$ cat config.mk
export PLATFORM = sky130hd
export DESIGN_NAME = xcrc_framer
export DESIGN_NICKNAME = d
export VERILOG_FILES = /design/src/rtl/xcrc_pkg.sv /design/src/rtl/xcrc_step.sv /design/src/rtl/xcrc_cover.sv /design/src/rtl/xcrc_tx.sv /design/src/rtl/xcrc_framer.sv
export SDC_FILE = /design/constraint.sdc
export NUM_CORES = 1
export LEC_CHECK = 0
export BUFFER_PORTS_ARGS = -buffer_cell sky130_fd_sc_hd__buf_2
export CAP_MARGIN = 20
export CORE_AREA = 2 2 74 76
export CTS_BUF_LIST = sky130_fd_sc_hd__clkbuf_8
export DETAILED_ROUTE_END_ITERATION = 8
export DIE_AREA = 0 0 76 78
export PLACE_DENSITY_LB_ADDON = 0.15
export SKIP_LAST_GASP = 1
export SLEW_MARGIN = 20
export SYNTH_ARGS = -nofsm -noshare
export SYNTH_HDL_FRONTEND = slang
export SYNTH_SLANG_ARGS = --single-unit
$ cat constraint.sdc
create_clock -name clk -period 2.2 [get_ports clk]
set_clock_uncertainty 0.05 [all_clocks]
set_input_delay 0.11 -clock clk [delete_from_list [all_inputs] [get_ports clk]]
set_output_delay 0.11 -clock clk [all_outputs]
set_load 0.01 [all_outputs]
$ cat src/rtl/xcrc_pkg.sv
package xcrc_pkg;
  typedef enum logic [1:0] {
    KIND_CMD  = 2'd0,
    KIND_ADDR = 2'd1,
    KIND_STAT = 2'd2,
    KIND_DATA = 2'd3
  } kind_e;

  typedef enum logic [1:0] {
    FLOW_IDLE = 2'd0,
    FLOW_WR   = 2'd1,
    FLOW_RD   = 2'd2,
    FLOW_XR   = 2'd3
  } flow_e;
endpackage

$ cat src/rtl/xcrc_step.sv
module xcrc_step #(
  parameter int CW = 16,
  parameter int BW = 8,
  parameter logic [CW-1:0] POLY = 16'hA001
) (
  input  logic [CW-1:0] crc_in,
  input  logic [BW-1:0] din,
  output logic [CW-1:0] crc_out
);
  logic [CW-1:0] chain [0:BW];

  assign chain[0] = crc_in;

  for (genvar g = 0; g < BW; g++) begin : g_bit
    logic fb;
    assign fb = chain[g][0] ^ din[g];
    assign chain[g+1] = fb ? ((chain[g] >> 1) ^ POLY) : (chain[g] >> 1);
  end

  assign crc_out = chain[BW];
endmodule

$ cat src/rtl/xcrc_cover.sv
module xcrc_cover
  import xcrc_pkg::*;
#(
  parameter int BW = 8,
  parameter int OFS_W = 5,
  parameter logic [BW-1:0] CODE_WR = 8'h0F,
  parameter logic [BW-1:0] CODE_RD = 8'hAA,
  parameter logic [BW-1:0] CODE_XR = 8'hA5
) (
  input  logic             clk,
  input  logic             rst_n,
  input  logic             cmd_start,
  input  logic [BW-1:0]    cmd_code,
  input  logic             in_valid,
  input  logic [1:0]       in_kind,
  input  logic [OFS_W-1:0] sp_offset,
  input  logic             page_restart,
  input  logic             hold,
  output logic             take,
  output logic             page_end,
  output logic             xr_clear
);
  localparam logic [OFS_W-1:0] LAST_OFS = {OFS_W{1'b1}};

  flow_e flow_q, flow_new;
  logic  later_q;
  logic  covered;

  always_comb begin
    if (cmd_code == CODE_WR)      flow_new = FLOW_WR;
    else if (cmd_code == CODE_RD) flow_new = FLOW_RD;
    else if (cmd_code == CODE_XR) flow_new = FLOW_XR;
    else                          flow_new = FLOW_IDLE;
  end

  always_comb begin
    case (flow_q)
      FLOW_WR: covered = (in_kind == KIND_ADDR) || (in_kind == KIND_DATA);
      FLOW_RD: covered = (in_kind == KIND_ADDR) || (in_kind == KIND_STAT) ||
                         (in_kind == KIND_DATA);
      FLOW_XR: covered = (in_kind == KIND_DATA) ||
                         ((in_kind == KIND_ADDR) && !later_q);
      default: covered = 1'b0;
    endcase
  end

  assign xr_clear = page_restart && (flow_q == FLOW_XR) && !cmd_start;
  assign take     = in_valid && covered && !hold && !cmd_start && !xr_clear;
  assign page_end = take && (in_kind == KIND_DATA) && (sp_offset == LAST_OFS);

  always_ff @(posedge clk or negedge rst_n) begin
    if (!rst_n) begin
      flow_q  <= FLOW_IDLE;
      later_q <= 1'b0;
    end else if (cmd_start) begin
      flow_q  <= flow_new;
      later_q <= 1'b0;
    end else if (xr_clear) begin
      later_q <= 1'b1;
    end
  end
endmodule

$ cat src/rtl/xcrc_tx.sv
module xcrc_tx (
  input  logic clk,
  input  logic rst_n,
  input  logic clear,
  input  logic arm,
  input  logic out_ready,
  output logic done,
  output logic out_valid,
  output logic sel_hi
);
  typedef enum logic [1:0] {TX_IDLE, TX_LO, TX_HI} tx_e;
  tx_e ph_q;
  logic done_q;

  always_ff @(posedge clk or negedge rst_n) begin
    if (!rst_n) begin
      ph_q   <= TX_IDLE;
      done_q <= 1'b0;
    end else if (clear) begin
      ph_q   <= TX_IDLE;
      done_q <= 1'b0;
    end else if (arm) begin
      ph_q   <= TX_LO;
      done_q <= 1'b1;
    end else if (out_ready) begin
      case (ph_q)
        TX_LO:   ph_q <= TX_HI;
        TX_HI:   ph_q <= TX_IDLE;
        default: ph_q <= TX_IDLE;
      endcase
    end
  end

  assign done      = done_q;
  assign out_valid = (ph_q != TX_IDLE);
  assign sel_hi    = (ph_q == TX_HI);
endmodule

$ cat src/rtl/xcrc_framer.sv
module xcrc_framer #(
  parameter int BW = 8,
  parameter int CW = 16,
  parameter int SP_DEPTH = 32,
  parameter logic [CW-1:0] POLY = 16'hA001,
  parameter logic [BW-1:0] CODE_WR = 8'h0F,
  parameter logic [BW-1:0] CODE_RD = 8'hAA,
  parameter logic [BW-1:0] CODE_XR = 8'hA5
) (
  input  logic                        clk,
  input  logic                        rst_n,
  input  logic                        cmd_start,
  input  logic [BW-1:0]               cmd_code,
  input  logic                        in_valid,
  input  logic [BW-1:0]               in_byte,
  input  logic [1:0]                  in_kind,
  input  logic [$clog2(SP_DEPTH)-1:0] sp_offset,
  input  logic                        page_restart,
  output logic                        crc_ready,
  output logic                        out_valid,
  input  logic                        out_ready,
  output logic [BW-1:0]               out_byte
);
  localparam int OFS_W = $clog2(SP_DEPTH);

  logic [CW-1:0] crc_q, step_c, step_o;
  logic [BW-1:0] step_b;
  logic take, page_end, xr_clear, sel_hi;

  assign step_c = cmd_start ? '0 : crc_q;
  assign step_b = cmd_start ? cmd_code : in_byte;

  xcrc_step #(.CW(CW), .BW(BW), .POLY(POLY)) i_step (
    .crc_in(step_c), .din(step_b), .crc_out(step_o)
  );

  xcrc_cover #(
    .BW(BW), .OFS_W(OFS_W),
    .CODE_WR(CODE_WR), .CODE_RD(CODE_RD), .CODE_XR(CODE_XR)
  ) i_cover (
    .clk(clk), .rst_n(rst_n), .cmd_start(cmd_start), .cmd_code(cmd_code),
    .in_valid(in_valid), .in_kind(in_kind), .sp_offset(sp_offset),
    .page_restart(page_restart), .hold(crc_ready),
    .take(take), .page_end(page_end), .xr_clear(xr_clear)
  );

  xcrc_tx i_tx (
    .clk(clk), .rst_n(rst_n), .clear(cmd_start | xr_clear), .arm(page_end),
    .out_ready(out_ready), .done(crc_ready), .out_valid(out_valid),
    .sel_hi(sel_hi)
  );

  always_ff @(posedge clk or negedge rst_n) begin
    if (!rst_n)         crc_q <= '0;
    else if (cmd_start) crc_q <= step_o;
    else if (xr_clear)  crc_q <= '0;
    else if (take)      crc_q <= step_o;
  end

  assign out_byte = sel_hi ? ~crc_q[CW-1:CW-BW] : ~crc_q[BW-1:0];
endmodule

==> impl_metrics.env <==
export IMPL_outcome="complete, no violations"
export IMPL_n_antenna_cell=0
export IMPL_grt_setup_unrepaired="false"
export IMPL_synth_ff_latch_count=22
export IMPL_cts_tree="yes"
export IMPL_die_width_um=76
export IMPL_hp_class="in2reg"
export IMPL_drt_iter0_drc=22
export IMPL_seq_power_share=0.385
export IMPL_synth_cell_area_um2=1500
export IMPL_min_period_ps=1930
export IMPL_power_density_nw_per_um2=749
export IMPL_io_pins=39
export IMPL_synthArstFlopShare=1.00
export IMPL_p_switching_mw=0.444
export IMPL_crit_end="crc_q[0]"
export IMPL_critPathMaxFanout=4
export IMPL_postCtsResizedCells=0
export IMPL_synth_seq_area_share=0.367
export IMPL_antenna_left=0
export IMPL_cp_start_kind="flip-flop"
export IMPL_arrival_ps=2070
export IMPL_setup_tns_final_ps=0
export IMPL_cts_sinks=22
export IMPL_clk_pin_slew_ps=90
export IMPL_fmax_mhz=518
export IMPL_p_int_mw=0.957
export IMPL_wl_per_cell_um=14.6
export IMPL_hold_violations=0
export IMPL_top_usage_layer="met2"
export IMPL_clockBufferDepth=2
export IMPL_postSynthCellCount=141
export IMPL_fin_ws_ps=270
export IMPL_hold_path_depth=3
export IMPL_worst_r2r_startpoint="crc_q[1]"
export IMPL_finalSetupViolCount=0
export IMPL_grt_pass1_wl_mm=6.09
export IMPL_port_buffers=38
export IMPL_pwr_share_clk=0.211
export IMPL_pre_cts_slack_ps=278
export IMPL_crit_required_ps=2340
export IMPL_start_util=0.298
export IMPL_rows=26
export IMPL_first_global_vias=1211
export IMPL_drv_cap=0
export IMPL_r2r_end="crc_q[0]"
export IMPL_die_y_um=78
export IMPL_coreArea_um2=5040
export IMPL_slew_headroom=0.658
export IMPL_cts_buffers_inserted=3
export IMPL_hpwl_mm=2.85
export IMPL_nNetsFinal=217
export IMPL_grt_util_met2=0.218
export IMPL_synth_cell_types=34
export IMPL_layout_commonest_cell="buf_2"
export IMPL_tightest_slew_ps=513
export IMPL_ys_warn_count=0
export IMPL_fill_cells=513
export IMPL_final_cell_mix="buf_2, dfrtp_1, mux2i_1, nand2_1, xnor2_1"
export IMPL_cp_end_kind="flip-flop"
export IMPL_clk_latency_ps=260
export IMPL_synth_enable_flop_cells=0
export IMPL_power_frac_comb=0.404
export IMPL_wirelength_mm=3.71
export IMPL_finalCritPeriodShare=0.877
export IMPL_drc=0
export IMPL_grt_usage=0.129
export IMPL_synthFlopType="dfrtp_1"
export IMPL_drt_first_pass_iters=4
export IMPL_htree_levels=1
export IMPL_drive_above_1_share=0.292
export IMPL_grtUsageMet3=0.0314
export IMPL_reg2reg_slack_ps=270
export IMPL_crit_path_start="crc_q[1]"
export IMPL_via_count=1177
export IMPL_clock_root_buffer="clkbuf_8"
export IMPL_critical_path_class="reg2reg"
export IMPL_total_power_mw=1.40
export IMPL_worst_r2r_path_depth=5
export IMPL_switching_share=0.317
export IMPL_gp_congestion=0.749
export IMPL_grt_antenna_before_repair=0
export IMPL_power_leakage_nw=0.888
export IMPL_ir_drop_v=0.000437
export IMPL_syn_num_nets=172
export IMPL_use_met1=0.167
export IMPL_cts_setup_buffers=0
export IMPL_grt_max_degree=23
export IMPL_dieArea_um2=5930
export IMPL_avgSynthCellArea_um2=10.6
export IMPL_overflow=0
export IMPL_slew_violations=0
export IMPL_viasPerCell=4.62
export IMPL_synthToLayoutAreaGrowth_pct=24.6
[flip-flops by register name, indices dropped and copies added (netlist names)]
name	flops
crc_q	16
i_cover.flow_q	2
i_cover.later_q	1
i_tx.done	1
i_tx.ph_q	2
[layout make-up]
type	count	area, µm²	share of cell area
Clock buffer	4	55.1	0.0295
Tap cell	70	87.6	0.0469
Timing Repair Buffer	46	253	0.135
Inverter	6	22.5	0.0120
Sequential cell	22	551	0.295
Multi-Input combinational cell	107	901	0.482
[power groups by stage]
| stage | Clock [mW] | Combinational [mW] | Sequential [mW] |
|---|---|---|---|
| after detailed placement | 0 | 0.573 | 0.549 |
| after global routing | 0.324 | 0.636 | 0.550 |
| after CTS | 0.307 | 0.578 | 0.541 |
| final | 0.296 | 0.565 | 0.540 |
| after global placement | 0 | 0.572 | 0.547 |
| after floorplan | 0 | 0.430 | 0.534 |
[through the flow]
| step | instances | hold slack (ps) | instance area [µm²] | util |
|---|---|---|---|---|
| final | 255 | 87.8 | 1870 | 0.371 |
| after global routing | 255 | 101 | 1870 | 0.371 |
| after CTS | 255 | 87.7 | 1870 | 0.371 |
| after detailed placement | 250 | 63.3 | 1800 | 0.358 |
| after global placement | 250 | 68.8 | 1800 | 0.358 |
| after floorplan | 141 | -236 | 1500 | - |
[worst max-delay path, cell delays in order, from the launching register on]
cell and delay, ps:
dfrtp_1 390, xor3_1 460, mux2i_4 260, xor2_4 230, xnor3_1 340, o21ai_1 130
[cell families (layout without fill, tap and decap cells)]
group / count (synthesis) / after routing / synth area share
flops: 22 / 22 / 0.367
buf+inv: 12 / 56 / 0.0325
fa+ha+maj: 2 / 2 / 0.0167
xor+xnor: 25 / 25 / 0.224
compound gates: 32 / 32 / 0.133
mux: 15 / 15 / 0.117
simple gates: 33 / 33 / 0.110
[layer usage]
layer / routed length [µm] / vias to the layer above
li1: - / 585
met1: 1710 / 559
met3: 175 / 2
met5: 0 / -
met4: 19 / 0
met2: 1810 / 31
[how the worst min path moves through the flow]
stage                startpoint                end  slack, ps
finish              cmd_code[7]  i_cover.flow_q[1]         90
global route        cmd_code[7]  i_cover.flow_q[1]        100
CTS                 cmd_code[7]  i_cover.flow_q[1]         90
detailed placement        rst_n           crc_q[4]         60
global placement          rst_n          crc_q[12]         70
floorplan                 rst_n           crc_q[0]       -240
[synthesized netlist by cell type, drive strengths merged (4+ instances only)]
cell,count,area [µm²]
a21oi,4,20.0
a22o,5,43.8
a31oi,4,25.0
clkbuf,4,15.0
dfrtp,22,551
inv,6,22.5
mux2i,15,175
nand2,13,48.8
nor2,4,15.0
o21ai,13,65.1
xnor2,9,78.8
xnor3,6,135
xor2,9,97.6
[what timing repair did]
item	in CTS	in global routing
hold endpoints to repair	22	0
hold buffers	1	0
endpoints found under the setup margin	0	0
Power figures use the tool's default switching activity.
